**config.mk**
```make
export PLATFORM = sky130hd
export DESIGN_NAME = sio_chain_target
export DESIGN_NICKNAME = d
export VERILOG_FILES = /design/src/rtl/sio_pkg.sv /design/src/rtl/sio_frame_det.sv /design/src/rtl/sio_regfile.sv /design/src/rtl/sio_chain_target.sv
export SDC_FILE = /design/constraint.sdc
export NUM_CORES = 1
export LEC_CHECK = 0
export BUFFER_PORTS_ARGS = -buffer_cell sky130_fd_sc_hd__buf_2
export CAP_MARGIN = 20
export CORE_ASPECT_RATIO = 1.2
export CORE_MARGIN = 10
export CORE_UTILIZATION = 55
export DETAILED_ROUTE_END_ITERATION = 12
export PLACE_DENSITY = 0.79
export SYNTH_ARGS = -nofsm -noshare
export SYNTH_HDL_FRONTEND = slang
export SYNTH_HIERARCHICAL = 1
export SYNTH_SLANG_ARGS = --single-unit
```
**constraint.sdc**
```tcl
create_clock -name clk -period 9 [get_ports clk]
set_input_delay 0 -clock clk [delete_from_list [all_inputs] [get_ports clk]]
set_output_delay 0 -clock clk [all_outputs]
set_load 0.05 [all_outputs]
```
**src/rtl/sio_pkg.sv**
```systemverilog
package sio_pkg;
  localparam int PKT_W = 16;
  localparam int PKTS_PER_TXN = 4;
  localparam int OP_LSB  = 8;
  localparam int OP_W    = 4;
  localparam int BC_BIT  = 7;
  localparam int DEV_LSB = 0;
  localparam logic [OP_W-1:0] OP_WRITE = 4'b0001;
  localparam logic [OP_W-1:0] OP_READ  = 4'b0010;
  localparam logic [7:0] FRAME_PAT = 8'b1111_0000;
endpackage

```
**src/rtl/sio_frame_det.sv**
```systemverilog
module sio_frame_det
  import sio_pkg::*;
(
  input  logic clk,
  input  logic rst,
  input  logic cmd,
  output logic frame_hit
);
  logic       cmd_rise;
  logic [5:0] hist;

  always_ff @(posedge clk) begin
    if (rst) cmd_rise <= 1'b0;
    else     cmd_rise <= cmd;
  end

  always_ff @(negedge clk) begin
    if (rst) hist <= '0;
    else     hist <= {hist[3:0], cmd_rise, cmd};
  end

  assign frame_hit = ({hist, cmd_rise, cmd} == FRAME_PAT);
endmodule

```
**src/rtl/sio_regfile.sv**
```systemverilog
module sio_regfile #(
  parameter int DEPTH = 16,
  parameter int WIDTH = 16,
  parameter int AW    = $clog2(DEPTH)
) (
  input  logic             clk,
  input  logic             we,
  input  logic [AW-1:0]    waddr,
  input  logic [WIDTH-1:0] wdata,
  input  logic [AW-1:0]    raddr,
  output logic [WIDTH-1:0] rdata
);
  logic [WIDTH-1:0] mem [DEPTH];

  always_ff @(negedge clk) begin
    if (we) mem[waddr] <= wdata;
    rdata <= mem[raddr];
  end
endmodule

```
**src/rtl/sio_chain_target.sv**
```systemverilog
module sio_chain_target
  import sio_pkg::*;
#(
  parameter int NREGS  = 16,
  parameter int ADDR_W = 12,
  parameter int DEV_W  = 6
) (
  input  logic             clk,
  input  logic             rst,
  input  logic [DEV_W-1:0] dev_id,
  input  logic             cmd,
  input  logic             sio0_in,
  output logic             sio0_out,
  output logic             sio0_oe,
  input  logic             sio1_in,
  output logic             sio1_out,
  output logic             sio1_oe
);
  localparam int IDX_W = $clog2(NREGS);
  localparam int CNT_W = $clog2(PKT_W * PKTS_PER_TXN) + 1;
  localparam logic [CNT_W-1:0] B_REQ  = CNT_W'(PKT_W - 1);
  localparam logic [CNT_W-1:0] B_ADR  = CNT_W'(2 * PKT_W - 1);
  localparam logic [CNT_W-1:0] B_DAT  = CNT_W'(3 * PKT_W - 1);
  localparam logic [CNT_W-1:0] B_LEAD = CNT_W'(3 * PKT_W - 2);
  localparam logic [CNT_W-1:0] B_LAST = CNT_W'(4 * PKT_W - 1);
  localparam logic [CNT_W-1:0] B_END  = CNT_W'(4 * PKT_W);

  logic             frame_hit;
  logic             active;
  logic [CNT_W-1:0] cnt;
  logic [PKT_W-2:0] shreg;
  logic [PKT_W-1:0] sample;
  logic [OP_W-1:0]  op_q;
  logic             bc_q;
  logic [DEV_W-1:0] dev_q;
  logic [ADDR_W-1:0] addr_q;
  logic             win, own, drv;
  logic [PKT_W-1:0] dsh;
  logic [PKT_W-1:0] rdata;
  logic             in_range, dev_match, wr_sel, rd_sel, is_write, is_read, wr_en;
  logic [PKT_W-1:0] rd_word;

  sio_frame_det u_frame (
    .clk(clk), .rst(rst), .cmd(cmd), .frame_hit(frame_hit)
  );

  assign sample    = {shreg, sio0_in};
  assign in_range  = (addr_q < ADDR_W'(NREGS));
  assign dev_match = (dev_q == dev_id);
  assign is_write  = (op_q == OP_WRITE);
  assign is_read   = (op_q == OP_READ);
  assign wr_sel    = bc_q || dev_match;
  assign rd_sel    = !bc_q && dev_match;
  assign wr_en     = active && !frame_hit && (cnt == B_DAT) && is_write && wr_sel && in_range;
  assign rd_word   = in_range ? rdata : '0;

  sio_regfile #(.DEPTH(NREGS), .WIDTH(PKT_W), .AW(IDX_W)) u_regs (
    .clk   (clk),
    .we    (wr_en),
    .waddr (addr_q[IDX_W-1:0]),
    .wdata (sample),
    .raddr (addr_q[IDX_W-1:0]),
    .rdata (rdata)
  );

  always_ff @(negedge clk) begin
    if (rst) begin
      active <= 1'b0;
      cnt    <= '0;
      shreg  <= '0;
      op_q   <= '0;
      bc_q   <= 1'b0;
      dev_q  <= '0;
      addr_q <= '0;
      win    <= 1'b0;
      own    <= 1'b0;
      drv    <= 1'b0;
      dsh    <= '0;
    end else begin
      shreg <= sample[PKT_W-2:0];
      if (frame_hit) begin
        active <= 1'b1;
        cnt    <= '0;
        win    <= 1'b0;
        own    <= 1'b0;
        drv    <= 1'b0;
      end else if (active) begin
        cnt <= cnt + 1'b1;
        if (cnt == B_REQ) begin
          op_q  <= sample[OP_LSB +: OP_W];
          bc_q  <= sample[BC_BIT];
          dev_q <= sample[DEV_LSB +: DEV_W];
        end
        if (cnt == B_ADR) addr_q <= sample[ADDR_W-1:0];
        if (cnt == B_LEAD && is_read) begin
          win <= 1'b1;
          own <= rd_sel;
          drv <= 1'b0;
          dsh <= rd_word;
        end
        if (win && cnt >= B_DAT && cnt < B_LAST) begin
          drv <= dsh[PKT_W-1];
          dsh <= {dsh[PKT_W-2:0], 1'b0};
        end
        if (cnt == B_LAST) drv <= 1'b0;
        if (cnt == B_END) begin
          active <= 1'b0;
          win    <= 1'b0;
          own    <= 1'b0;
        end
      end
    end
  end

  assign sio0_oe  = win;
  assign sio0_out = own ? drv : sio1_in;
  assign sio1_oe  = !win;
  assign sio1_out = win ? 1'b0 : sio0_in;
endmodule

```
Yosys cells after proc, flatten, opt, wreduce, memory -nomap -nowiden
Memories as Yosys holds them, arrays and structs flattened. A register that Yosys moved wholly into a read port is not among the register bits.
Cells that the tools add are included.
{"block": "word_totals", "reg_bits": 72, "latch_bits": 0, "ram_bits": 256, "mem_bits_ro": 0, "inputBits": 11, "elab_cells": 68, "n_memories": 1}
{"memory": "u_regs.mem", "depth": 16, "width": 16, "read_ports": 1, "rd_clocked_by_memory_dff": 1, "write_ports": 1, "line_no": "sio_regfile.sv:13", "source": "logic [WIDTH-1:0] mem [DEPTH];"}
{"block": "classes", "addsub": 1, "mul": 0, "n_div": 0, "order_cmp": 3, "eq_ne": 10, "shift": 0, "muxes": 17, "bitwise": 1, "n_reduce_logical": 22}
{"operator": "$mux W16", "n": 3}
{"operator": "$eq A7 B6 Y1 const B", "n": 3}
{"operator": "$mux W1", "n": 14}
{"operator": "$lt A12 B5 Y1 const B", "n": 1}
{"operator": "$logic_and A1 B1 Y1", "n": 9}
{"operator": "$reduce_and A3 Y1", "n": 3}
{"operator": "$eq A8 B8 Y1 const B", "n": 1}
{"operator": "$add A7 B1 Y7 const B", "n": 1}
{"operator": "$eq A7 B4 Y1 const B", "n": 1}
{"operator": "$eq A7 B5 Y1 const B", "n": 1}
{"operator": "$eq A7 B7 Y1 const B", "n": 1}
{"operator": "$ge A7 B6 Y1 const B", "n": 1}
{"operator": "$lt A7 B6 Y1 const B", "n": 1}
{"operator": "$eq A6 B6 Y1", "n": 1}
{"operator": "$eq A4 B1 Y1 const B", "n": 1}
{"operator": "$eq A4 B2 Y1 const B", "n": 1}
{"operator": "$reduce_and A2 Y1", "n": 2}
{"operator": "$reduce_bool A2 Y1", "n": 2}
{"operator": "$logic_not A1 Y1", "n": 3}
{"operator": "$reduce_bool A3 Y1", "n": 1}
{"operator": "$reduce_or A2 Y1", "n": 1}
{"operator": "$logic_or A1 B1 Y1", "n": 1}
{"operator": "$not A1 Y1", "n": 1}

Logic depth before layout (Yosys ltp)
Gate-level depths: netlist of run 1.
{"block": "depth", "word_depth": 9, "depth_mapped": 8, "depth_no_buf": 7}

By module
The synthesis of run 1 kept the hierarchy.
{"module": "sio_regfile", "n_inst": 1, "cells_per_inst": 433, "area_each_um2": 10045.9}
{"module": "sio_chain_target", "n_inst": 1, "cells_per_inst": 289, "area_each_um2": 2788.9}
{"module": "sio_frame_det", "n_inst": 1, "cells_per_inst": 17, "area_each_um2": 198.9}

==> results of run 1 <==
==> per-layer routing <==
layer	vias to the layer above	global-route usage (%)	share of wire (%)
met1	4035	23.2	37
met5	-	0	0
met4	0	12.3	3.5
met3	83	6.28	8.6
met2	496	32.2	51
li1	3641	-	-
==> cells in the final DEF, fill, tap and decap left out, drive strengths merged, types with 3 or more instances in the layout <==
cell type,instances
nor2b,29
ha,3
buf,38
or4,3
nor3,8
nand3b,3
xor2,7
nor4b,3
mux4,64
xnor2,5
mux2i,24
nand3,6
o221a,15
nand4,5
edfxtp,256
bufinv,7
clkbuf,36
nor2,49
and3,5
nand2,24
clkinvlp,8
a21oi,17
inv,368
a22oi,32
and2,17
dfxtp,88
==> report_power, final <==
part           leakage, nW  internal, W  switching [W]
clock network         2.42      0.00114        0.00104
registers             2.58      0.00170     0.00000625
logic                0.963   0.00000900      0.0000146
==> cell families (layout without fill, tap and decap cells) <==
group           after synthesis  count (layout)  share of synthesized area [%]
compound gates               72              72                           4.39
xor+xnor                     12              12                          0.806
fa+ha+maj                     3               3                          0.288
buf+inv                      57             461                           2.18
flops                       344             344                           72.5
mux                          89              89                           13.3
simple gates                162             162                           6.57
==> final timing paths <==
kind	slack, ns	to	cells after the start
worst min register to register	0.47	u_frame/hist[5]	1
worst max register to register	1.86	u_regs/mem[4][5]	8
worst max-delay path	1.86	u_regs/mem[4][5]	8
worst min-delay path	0.30	u_frame/cmd_rise	3
==> cell usage after synthesis (17+ instances only) <==
master and n:
mux4_2 54, nor2_1 49, nand2_1 24, edfxtp_1 256
dfxtp_1 88, a21oi_1 17, clkbuf_1 19, mux2i_1 24
a22oi_1 32, inv_1 20, nor2b_1 29, and2_1 17
==> critical path: stages, from the launching register on <==
cell,delay (ns)
dfxtp_1,0.33
or4_1,0.11
nor2_1,0.06
nor2b_1,0.28
and4_1,0.27
o2111a_1,0.31
nand3b_1,0.25
nor3_2,0.54
buf_6,0.24
==> state kept, by name, indices dropped and copies added, names as in the netlist <==
register / flops
shreg: 15
own: 1
drv: 1
op_q: 4
u_frame/hist: 6
u_frame/cmd_rise: 1
u_regs/rdata: 16
addr_q: 12
dev_q: 6
sio0_oe: 1
active: 1
dsh: 16
cnt: 7
u_regs/mem: 256
bc_q: 1
==> metrics by stage <==
step / total power, W / worst slack (ns) / instances / util [%]
2_1_floorplan: 0.00197 / 1.36 / 739 / -
3_3_place_gp: 0.00198 / 1.68 / 1048 / 57.8
3_5_place_dp: 0.00198 / 1.61 / 1052 / 58.0
4_1_cts: 0.00396 / 1.63 / 1454 / 68.8
5_1_grt: 0.00416 / 1.74 / 1458 / 69.0
6_report: 0.00391 / 1.86 / 1458 / 69.0
==> final cells by class <==
type | count | share of cell area (%)
Sequential cell | 344 | 58.9
Clock buffer | 36 | 5.61
Inverter | 17 | 0.397
Clock inverter | 368 | 10.1
Timing Repair Buffer | 40 | 1.83
Tap cell | 315 | 2.45
Multi-Input combinational cell | 338 | 20.8
==> results.txt, run 1 <==
Top fanout value on the critical path: 10
Total negative slack: 0 ns
# clock sinks: 344
GRT Residual Overflow: 0
EDFF count, synth: 256
WL/cell: 21.0 um
Critical Path RT: 4.78 ns
Fin nets: 1133
Die span in x: 161 um
Initial antenna violation count: 0
Top cell type's share of synthesized area: 59.0%
Largest net degree at the start of global routing: 64
CP endpoint kind: flip-flop
Netlist cell types: 48
Overall routing resource usage: 20.1%
Hold_buf cts: 1
Vias in the first global route: 9201
Clock root cell: clkbuf_16
WL final: 30600 um
Reg clk slew, reported paths: 0.07 ns
Final setup fails: 0
Fin. max-slew vios: 0
Sequential Area: 9450 sq um
Worst r2r src: u_frame/cmd_rise
First-pass GRT wire length: 48000 um
Sequential-to-total area share from yosys stat: 72.5%
Hold Slack: 0.297 ns
Longest Clk Path Bufs: 3
P&R area growth vs syn: 23.2%
Critical Path Source: u_frame/cmd_rise
Relative slew slack: 29.5%
Post-DP Area: 13500 sq um
Synth Area per Inst: 17.6 sq um
Cell taking the most area after synthesis: edfxtp_1
I/O Buffers: 14
Starting Density: 56.0%
CTS buffer count: 35
Vias: 8255
Tightest Hold Check Type: in2reg
VDD IR max: 0.135 mV
Num ports: 15
Flops & latches, synth: 344
Outcome: complete, no violations
Synth Instances: 739
Ys async rst share: 0%
Worst setup path class: reg2reg
Rows: 61
Post-CTS Resized: 0
RSZ-0062 raised after global routing: false
Hold_sp: cmd
Max-cap violations: 0
Drt pass-1 iters: 7
Share of post-route cells with drive strength above 1: 14.8%
Worst Tran Pin Value: 1.05 ns
Multi-input gate area: 3340 sq um
Clock Latency Late Sink: 0.61 ns
DRC: 0
Fin area: 16100 sq um
Synth area leaders: edfxtp_1, dfxtp_1, mux4_2
Final hold viol count: 0
H-tree Lvls: 2
Ys Warns: 6
Critical path arrival: 2.92 ns
Leakage: 5.96 nW
Setup bufs post-CTS: 0
Diode count: 0
Vias per inst: 5.66
Synth Flop Type: edfxtp_1
Crit start category: flip-flop
Mapped cell area: 13000 sq um
CTS tree: built
Final ANT Viol Nets: 0
Clock skew: 0.0887 ns
Die height: 189 um
CORE AREA: 23300 sq um
Initial DRC count: 948
Fillers: 1391
Final GP Congestion: 0.885
DP Wirelength: 16700 um
Syn nets: 753
Pwr per Cell Area: 244 nW/um^2
Die footprint: 30300 sq um
No activity file was read; power rests on OpenSTA's default activity.
==> inputs of run 2 (changes only) <==
--- a/config.mk
+++ b/config.mk
@@ -11,7 +11,7 @@
 export CORE_MARGIN = 10
 export CORE_UTILIZATION = 55
 export DETAILED_ROUTE_END_ITERATION = 12
-export PLACE_DENSITY = 0.79
+export PLACE_DENSITY = 0.82
 export SYNTH_ARGS = -nofsm -noshare
 export SYNTH_HDL_FRONTEND = slang
 export SYNTH_HIERARCHICAL = 1
==> constraint.sdc (replaced) <==
create_clock -name clk -period 6.3 [get_ports clk]
set_input_delay 0 -clock clk [delete_from_list [all_inputs] [get_ports clk]]
set_output_delay 0 -clock clk [all_outputs]
set_load 0.05 [all_outputs]
==> run 2 against run 1 <==
- largest cell class unchanged
- critical path depth is the same
- sequential power increased by 43%
- largest power group unchanged
- non-clock buffer count fell by 1
- final area fell by 0.23%
- count of clock-buffer cells in the layout stayed put
==> results.txt, run 2 (synthesis results as in run 1) <==
Outcome: complete, no violations (unchanged)
Overall routing resource usage: 18.7% (was 20.1%)
Starting Density: 56.0% (unchanged)
Vias in the first global route: 9050 (was 9201)
Die span in x: 161 um (unchanged)
Largest net degree at the start of global routing: 63 (was 64)
Longest Clk Path Bufs: 3 (unchanged)
Critical Path RT: 3.43 ns (was 4.78 ns)
Top flop regs: u_regs/mem (256), dsh (16), u_regs/rdata (16) (unchanged)
Tightest Hold Check Type: in2reg (unchanged)
P&R area growth vs syn: 23.0% (was 23.2%)
Worst r2r src: u_frame/cmd_rise (unchanged)
RSZ-0062 raised after global routing: false (unchanged)
Rows: 61 (unchanged)
Setup bufs post-CTS: 0 (unchanged)
CTS tree: built (unchanged)
Vias: 8055 (was 8255)
WL/cell: 19.3 um (was 21.0 um)
R2r endpoint: u_regs/mem[8][2] (was u_regs/mem[4][5])
Final hold viol count: 0 (unchanged)
DP Wirelength: 15300 um (was 16700 um)
I/O Buffers: 14 (unchanged)
Num ports: 15 (unchanged)
Share of post-route cells with drive strength above 1: 15.0% (was 14.8%)
Worst setup path class: reg2reg (unchanged)
Crit start category: flip-flop (unchanged)
Diode count: 0 (unchanged)
Final GP Congestion: 0.814 (was 0.885)
DP Cell Count: 1053 (was 1052)
Hold Path Sink: u_frame/cmd_rise (unchanged)
CORE AREA: 23300 sq um (unchanged)
Initial DRC count: 715 (was 948)
Fin nets: 1132 (was 1133)
Die footprint: 30300 sq um (unchanged)
FF-to-FF path depth: 8 (unchanged)
H-tree Lvls: 2 (unchanged)
Relative slew slack: 23.1% (was 29.5%)
Multi-input gate area: 3340 sq um (about the same)
First-pass GRT wire length: 45400 um (was 48000 um)
Vias per inst: 5.52 (was 5.66)
Worst reg2reg setup slack: 0.38 ns (was 1.86 ns)
Fillers: 1383 (was 1391)
Final cell count without fillers: 1458 (unchanged)
Final setup fails: 0 (unchanged)
Largest Register: u_regs/mem (unchanged)
Sequential Area: 9450 sq um (unchanged)
DRC: 0 (unchanged)
Die height: 189 um (unchanged)
Critical path arrival: 3.05 ns (was 2.92 ns)
CP endpoint kind: flip-flop (unchanged)
CTS buffer count: 35 (unchanged)
Worst Tran Pin Value: 1.15 ns (was 1.05 ns)
Initial antenna violation count: 0 (unchanged)
Hold depth: 3 (unchanged)
VDD IR max: 0.196 mV (was 0.135 mV)
GRT Residual Overflow: 0 (unchanged)
Drt pass-1 iters: 5 (was 7)
Clock root cell: clkbuf_16 (unchanged)
Pwr per Cell Area: 348 nW/um^2 (was 244 nW/um^2)
Max reg flops: 256 (unchanged)
Most frequent cells in the layout: inv_1, edfxtp_1, dfxtp_1, mux4_2, nor2_1 (unchanged)
Top fanout value on the critical path: 9 (was 10)
Leakage: 5.97 nW (was 5.96 nW)
Reg clk slew, reported paths: 0.06 ns (was 0.07 ns)
Clock Latency Late Sink: 0.61 ns (about the same)
Fin. max-slew vios: 0 (unchanged)
Final ANT Viol Nets: 0 (unchanged)
Commonest non-fill, non-tap cell in the layout: inv_1 (unchanged)
# clock sinks: 344 (unchanged)
Clock skew: 0.0846 ns (was 0.0887 ns)
Hold_sp: rst (was cmd)
Total negative slack: 0 ns (unchanged)
WL final: 28200 um (was 30600 um)
Max-cap violations: 0 (unchanged)
[run 2: cell count changes in the layout (fill, tap and decap cells not counted), sizes merged]
cell	change
clkinvlp	-2
dlygate4sd3	-1
inv	+3
[run 2: power by group]
part	internal (W)	leakage [nW]	switching, W	total, W
Sequential	0.00243	2.58	0.00000773	0.00244
Combinational	0.0000116	0.953	0.0000191	0.0000307
Clock	0.00163	2.43	0.00148	0.00310
[run 2: worst max-delay path, cell delays in order (launching register included)]
cell	delay, ns
dfxtp_1	0.32
or4_1	0.11
nor2_1	0.05
nor2b_1	0.21
and4_1	0.26
o2111a_1	0.36
nand3b_1	0.22
nor3_2	0.69
buf_4	0.31
[run 2: cell type report]
cell class	count	share of cell area [%]
Clock buffer	36	5.62
Tap cell	315	2.46
Clock inverter	369	10.0
Timing Repair Buffer	39	1.62
Inverter	17	0.398
Sequential cell	344	59.0
Multi-Input combinational cell	338	20.9
[run 2: timing repair]
action,CTS,global route
hold endpoints to repair,1,0
gates resized for setup,0,0
hold buffers,1,0
[run 2: how the worst max path moves through the flow]
stage                startpoint                to  slack (ns)  cells past startpoint
6_report       u_frame/cmd_rise  u_regs/mem[8][2]        0.38                      8
5_1_grt        u_frame/cmd_rise  u_regs/mem[8][2]        0.23                      8
4_1_cts        u_frame/cmd_rise  u_regs/mem[8][2]        0.39                      8
3_5_place_dp   u_frame/cmd_rise  u_regs/mem[8][2]        0.42                      8
3_3_place_gp   u_frame/cmd_rise  u_regs/mem[8][1]        0.57                      8
2_1_floorplan  u_frame/cmd_rise  u_regs/mem[0][0]       0.007                      7
[run 2: routing by layer]
metal,share of wire [%],wire [um],track usage (%),up-vias
li1,-,-,-,3642
met1,37,10600,20.1,4002
met2,54,15100,31.6,355
met3,6.2,1760,6.08,56
met4,2.6,719,11.5,0
met5,0,0,0,-
[run 2: stage by stage]
step                utilization, %  hold WS, ns  area (sq um)  setup slack, ns  power [W]
detailed placement            58.0        0.273         13500            0.422    0.00283
CTS                           68.8        0.147         16000            0.395    0.00566
global route                  68.8        0.191         16000            0.235    0.00593
floorplan                        -       0.0804         13000          0.00656    0.00281
finish                        68.8        0.140         16000            0.380    0.00557
global placement              58.0        0.266         13500            0.572    0.00282
==> inputs of run 3 (changes only) <==
==> constraint.sdc (replaced) <==
create_clock -name clk -period 6.3 [get_ports clk]
set_input_delay 0.315 -clock clk [delete_from_list [all_inputs] [get_ports clk]]
set_output_delay 0.315 -clock clk [all_outputs]
set_load 0.05 [all_outputs]
==> run 3 against run 2 <==
- sequential cell count unchanged
- die area unchanged
- register-to-register slack worse by 0.13 ns
- global-route usage up 2.0 points
- final area about the same
- via count up 3.3%
- power down 0.21%
- clock power about the same
- critical path depth down 1
- core utilization about the same
- critical path type unchanged
- largest cell class unchanged
- highest routed layer is now met5
==> results.txt, run 3 (synthesis results as in run 1) <==
Rows: 61 (unchanged)
Final GP Congestion: 0.836 (was 0.814)
Worst Tran Pin Value: 1.11 ns (was 1.15 ns)
Largest net degree at the start of global routing: 63 (unchanged)
Vias per inst: 5.71 (was 5.52)
Overall routing resource usage: 20.7% (was 18.7%)
Die footprint: 30300 sq um (unchanged)
RSZ-0062 raised after global routing: false (unchanged)
Hold_sp: cmd (was rst)
Final core occ: 68.9% (was 68.8%)
Top flop regs: u_regs/mem (256), dsh (16), u_regs/rdata (16) (unchanged)
I/O Buffers: 14 (unchanged)
CP top delay family: simple AND/OR/NAND/NOR gates (unchanged)
Num ports: 15 (unchanged)
Critical Path RT: 3.32 ns (was 3.43 ns)
Cell Chain, Critical Path: or4_1 > nor2_1 > nor2b_1 > and4_1 > o2111a_1 > nand3b_1 > nor2_2 (was or4_1 > nor2_1 > nor2b_1 > and4_1 > o2111a_1 > nand3b_1 > nor3_2 > buf_4)
Post-CTS Resized: 0 (unchanged)
CTS tree: built (unchanged)
Relative slew slack: 25.6% (was 23.1%)
Met2 track demand over resource: 34.3% (was 31.6%)
WL/cell: 21.1 um (was 19.3 um)
Die span in x: 161 um (unchanged)
Fin nets: 1132 (unchanged)
Clock skew: 0.0809 ns (was 0.0846 ns)
WL final: 30800 um (was 28200 um)
CP peak stage delay: 0.92 ns (was 0.69 ns)
Outcome: complete, no violations (unchanged)
Most frequent cells in the layout: inv_1, edfxtp_1, dfxtp_1, mux4_2, nor2_1 (unchanged)
GR peak layer: met2 (unchanged)
GRT Residual Overflow: 0 (unchanged)
WP depth: 7 (was 8)
Sequential Area: 9450 sq um (unchanged)
Final setup fails: 0 (unchanged)
CORE AREA: 23300 sq um (unchanged)
Largest Register: u_regs/mem (unchanged)
Clock Latency Late Sink: 0.61 ns (about the same)
FF-to-FF path depth: 7 (was 8)
Setup bufs post-CTS: 0 (unchanged)
Leakage: 5.95 nW (was 5.97 nW)
DP Wirelength: 16400 um (was 15300 um)
CP max stage cell: nor2_2 (was nor3_2)
CTS buffer count: 35 (unchanged)
Worst r2r src: u_frame/cmd_rise (unchanged)
Initial antenna violation count: 1 (was 0)
Die height: 189 um (unchanged)
Fin. max-slew vios: 0 (unchanged)
VDD IR max: 0.186 mV (was 0.196 mV)
Initial DRC count: 851 (was 715)
GR Util met1: 22.5% (was 20.1%)
Total negative slack: 0 ns (unchanged)
Clock root cell: clkbuf_16 (unchanged)
Drt pass-1 iters: 5 (unchanged)
Max reg flops: 256 (unchanged)
# clock sinks: 344 (unchanged)
Hold_buf cts: 0 (was 1)
H-tree Lvls: 2 (unchanged)
Total Power: 0.00556 W (was 0.00557 W)
Share of post-route cells with drive strength above 1: 15.3% (was 15.0%)
Commonest non-fill, non-tap cell in the layout: inv_1 (unchanged)
Final hold viol count: 0 (unchanged)
Hold depth: 2 (was 3)
P&R area growth vs syn: 23.0% (about the same)
Met3 track demand over resource: 6.78% (was 6.08%)
Final ANT Viol Nets: 0 (unchanged)
Longest Clk Path Bufs: 3 (unchanged)
DRC: 0 (unchanged)
Tightest Hold Check Type: in2reg (unchanged)
Worst reg2reg setup slack: 0.25 ns (was 0.38 ns)
Max-cap violations: 0 (unchanged)
CP endpoint kind: flip-flop (unchanged)
First-pass GRT wire length: 49300 um (was 45400 um)
Hold Path Sink: u_frame/cmd_rise (unchanged)
R2r endpoint: u_regs/mem[10][7] (was u_regs/mem[8][2])
WP buf/inv: 0 (was 1)
Crit start category: flip-flop (unchanged)
Critical path arrival: 3.07 ns (was 3.05 ns)
Top fanout value on the critical path: 16 (was 9)
Vias: 8318 (was 8055)
Fillers: 1403 (was 1383)
Starting Density: 56.0% (unchanged)
Pwr per Cell Area: 347 nW/um^2 (was 348 nW/um^2)
Multi-input gate area: 3350 sq um (was 3340 sq um)
Reg clk slew, reported paths: 0.06 ns (about the same)
Vias in the first global route: 9309 (was 9050)
Worst setup path class: reg2reg (unchanged)
-- run 3: cell count changes in the layout (fill, tap and decap cells not counted), sizes merged --
cell,previous run,this run
bufinv,7,5
clkinvlp,6,7
dlygate4sd3,1,0
inv,371,369
diode,0,1
clkbuf,36,37
clkinv,2,3
buf,38,39
-- run 3: where the power goes --
part	internal [W]	total (W)	switching [W]
clock	0.00158	0.00309	0.00152
sequential	0.00243	0.00244	0.00000769
combinational	0.0000112	0.0000312	0.0000200
total	0.00402	0.00556	0.00154
-- run 3: area by class of cell --
type	count	share of cell area, %
Antenna cell	1	0.0156
Clock buffer	37	5.78
Clock inverter	367	9.78
Inverter	17	0.398
Multi-Input combinational cell	338	20.9
Sequential cell	344	59.0
Tap cell	315	2.46
Timing Repair Buffer	39	1.71
-- run 3: worst max-delay path by stage --
stage                                start            endpoint  slack, ns
final                     u_frame/cmd_rise   u_regs/mem[10][7]       0.25
after global routing      u_frame/cmd_rise    u_regs/mem[0][8]       0.08
after CTS                 u_frame/cmd_rise   u_regs/mem[10][7]       0.27
after detailed placement         dev_id[2]   u_regs/mem[11][9]       0.24
after global placement           dev_id[1]  u_regs/mem[11][10]       0.32
after floorplan                        cmd   u_regs/mem[12][0]       0.34
-- run 3: metal layers --
layer,vias up,part of all wire (%)
met1,4116,35
met5,-,0.055
met4,2,3.6
met3,92,8.0
met2,454,53
li1,3654,-
-- run 3: worst register-to-register path: cells and delay by family, from the launching register on --
kind	cells	cell delay, ns
flip-flops	1	0.32
AND/OR/NAND/NOR	6	1.86
AO/OA/AOI/OAI	1	0.34
-- run 3: through the flow --
step / setup slack, ns / hold slack [ns] / cells / cell area, sq um
2_1_floorplan: 0.343 / 0.395 / 739 / 13000
3_3_place_gp: 0.325 / 0.454 / 1055 / 13500
3_5_place_dp: 0.236 / 0.459 / 1056 / 13500
4_1_cts: 0.273 / 0.0400 / 1457 / 16000
5_1_grt: 0.0837 / 0.0450 / 1457 / 16000
6_report: 0.246 / 0.0534 / 1458 / 16000
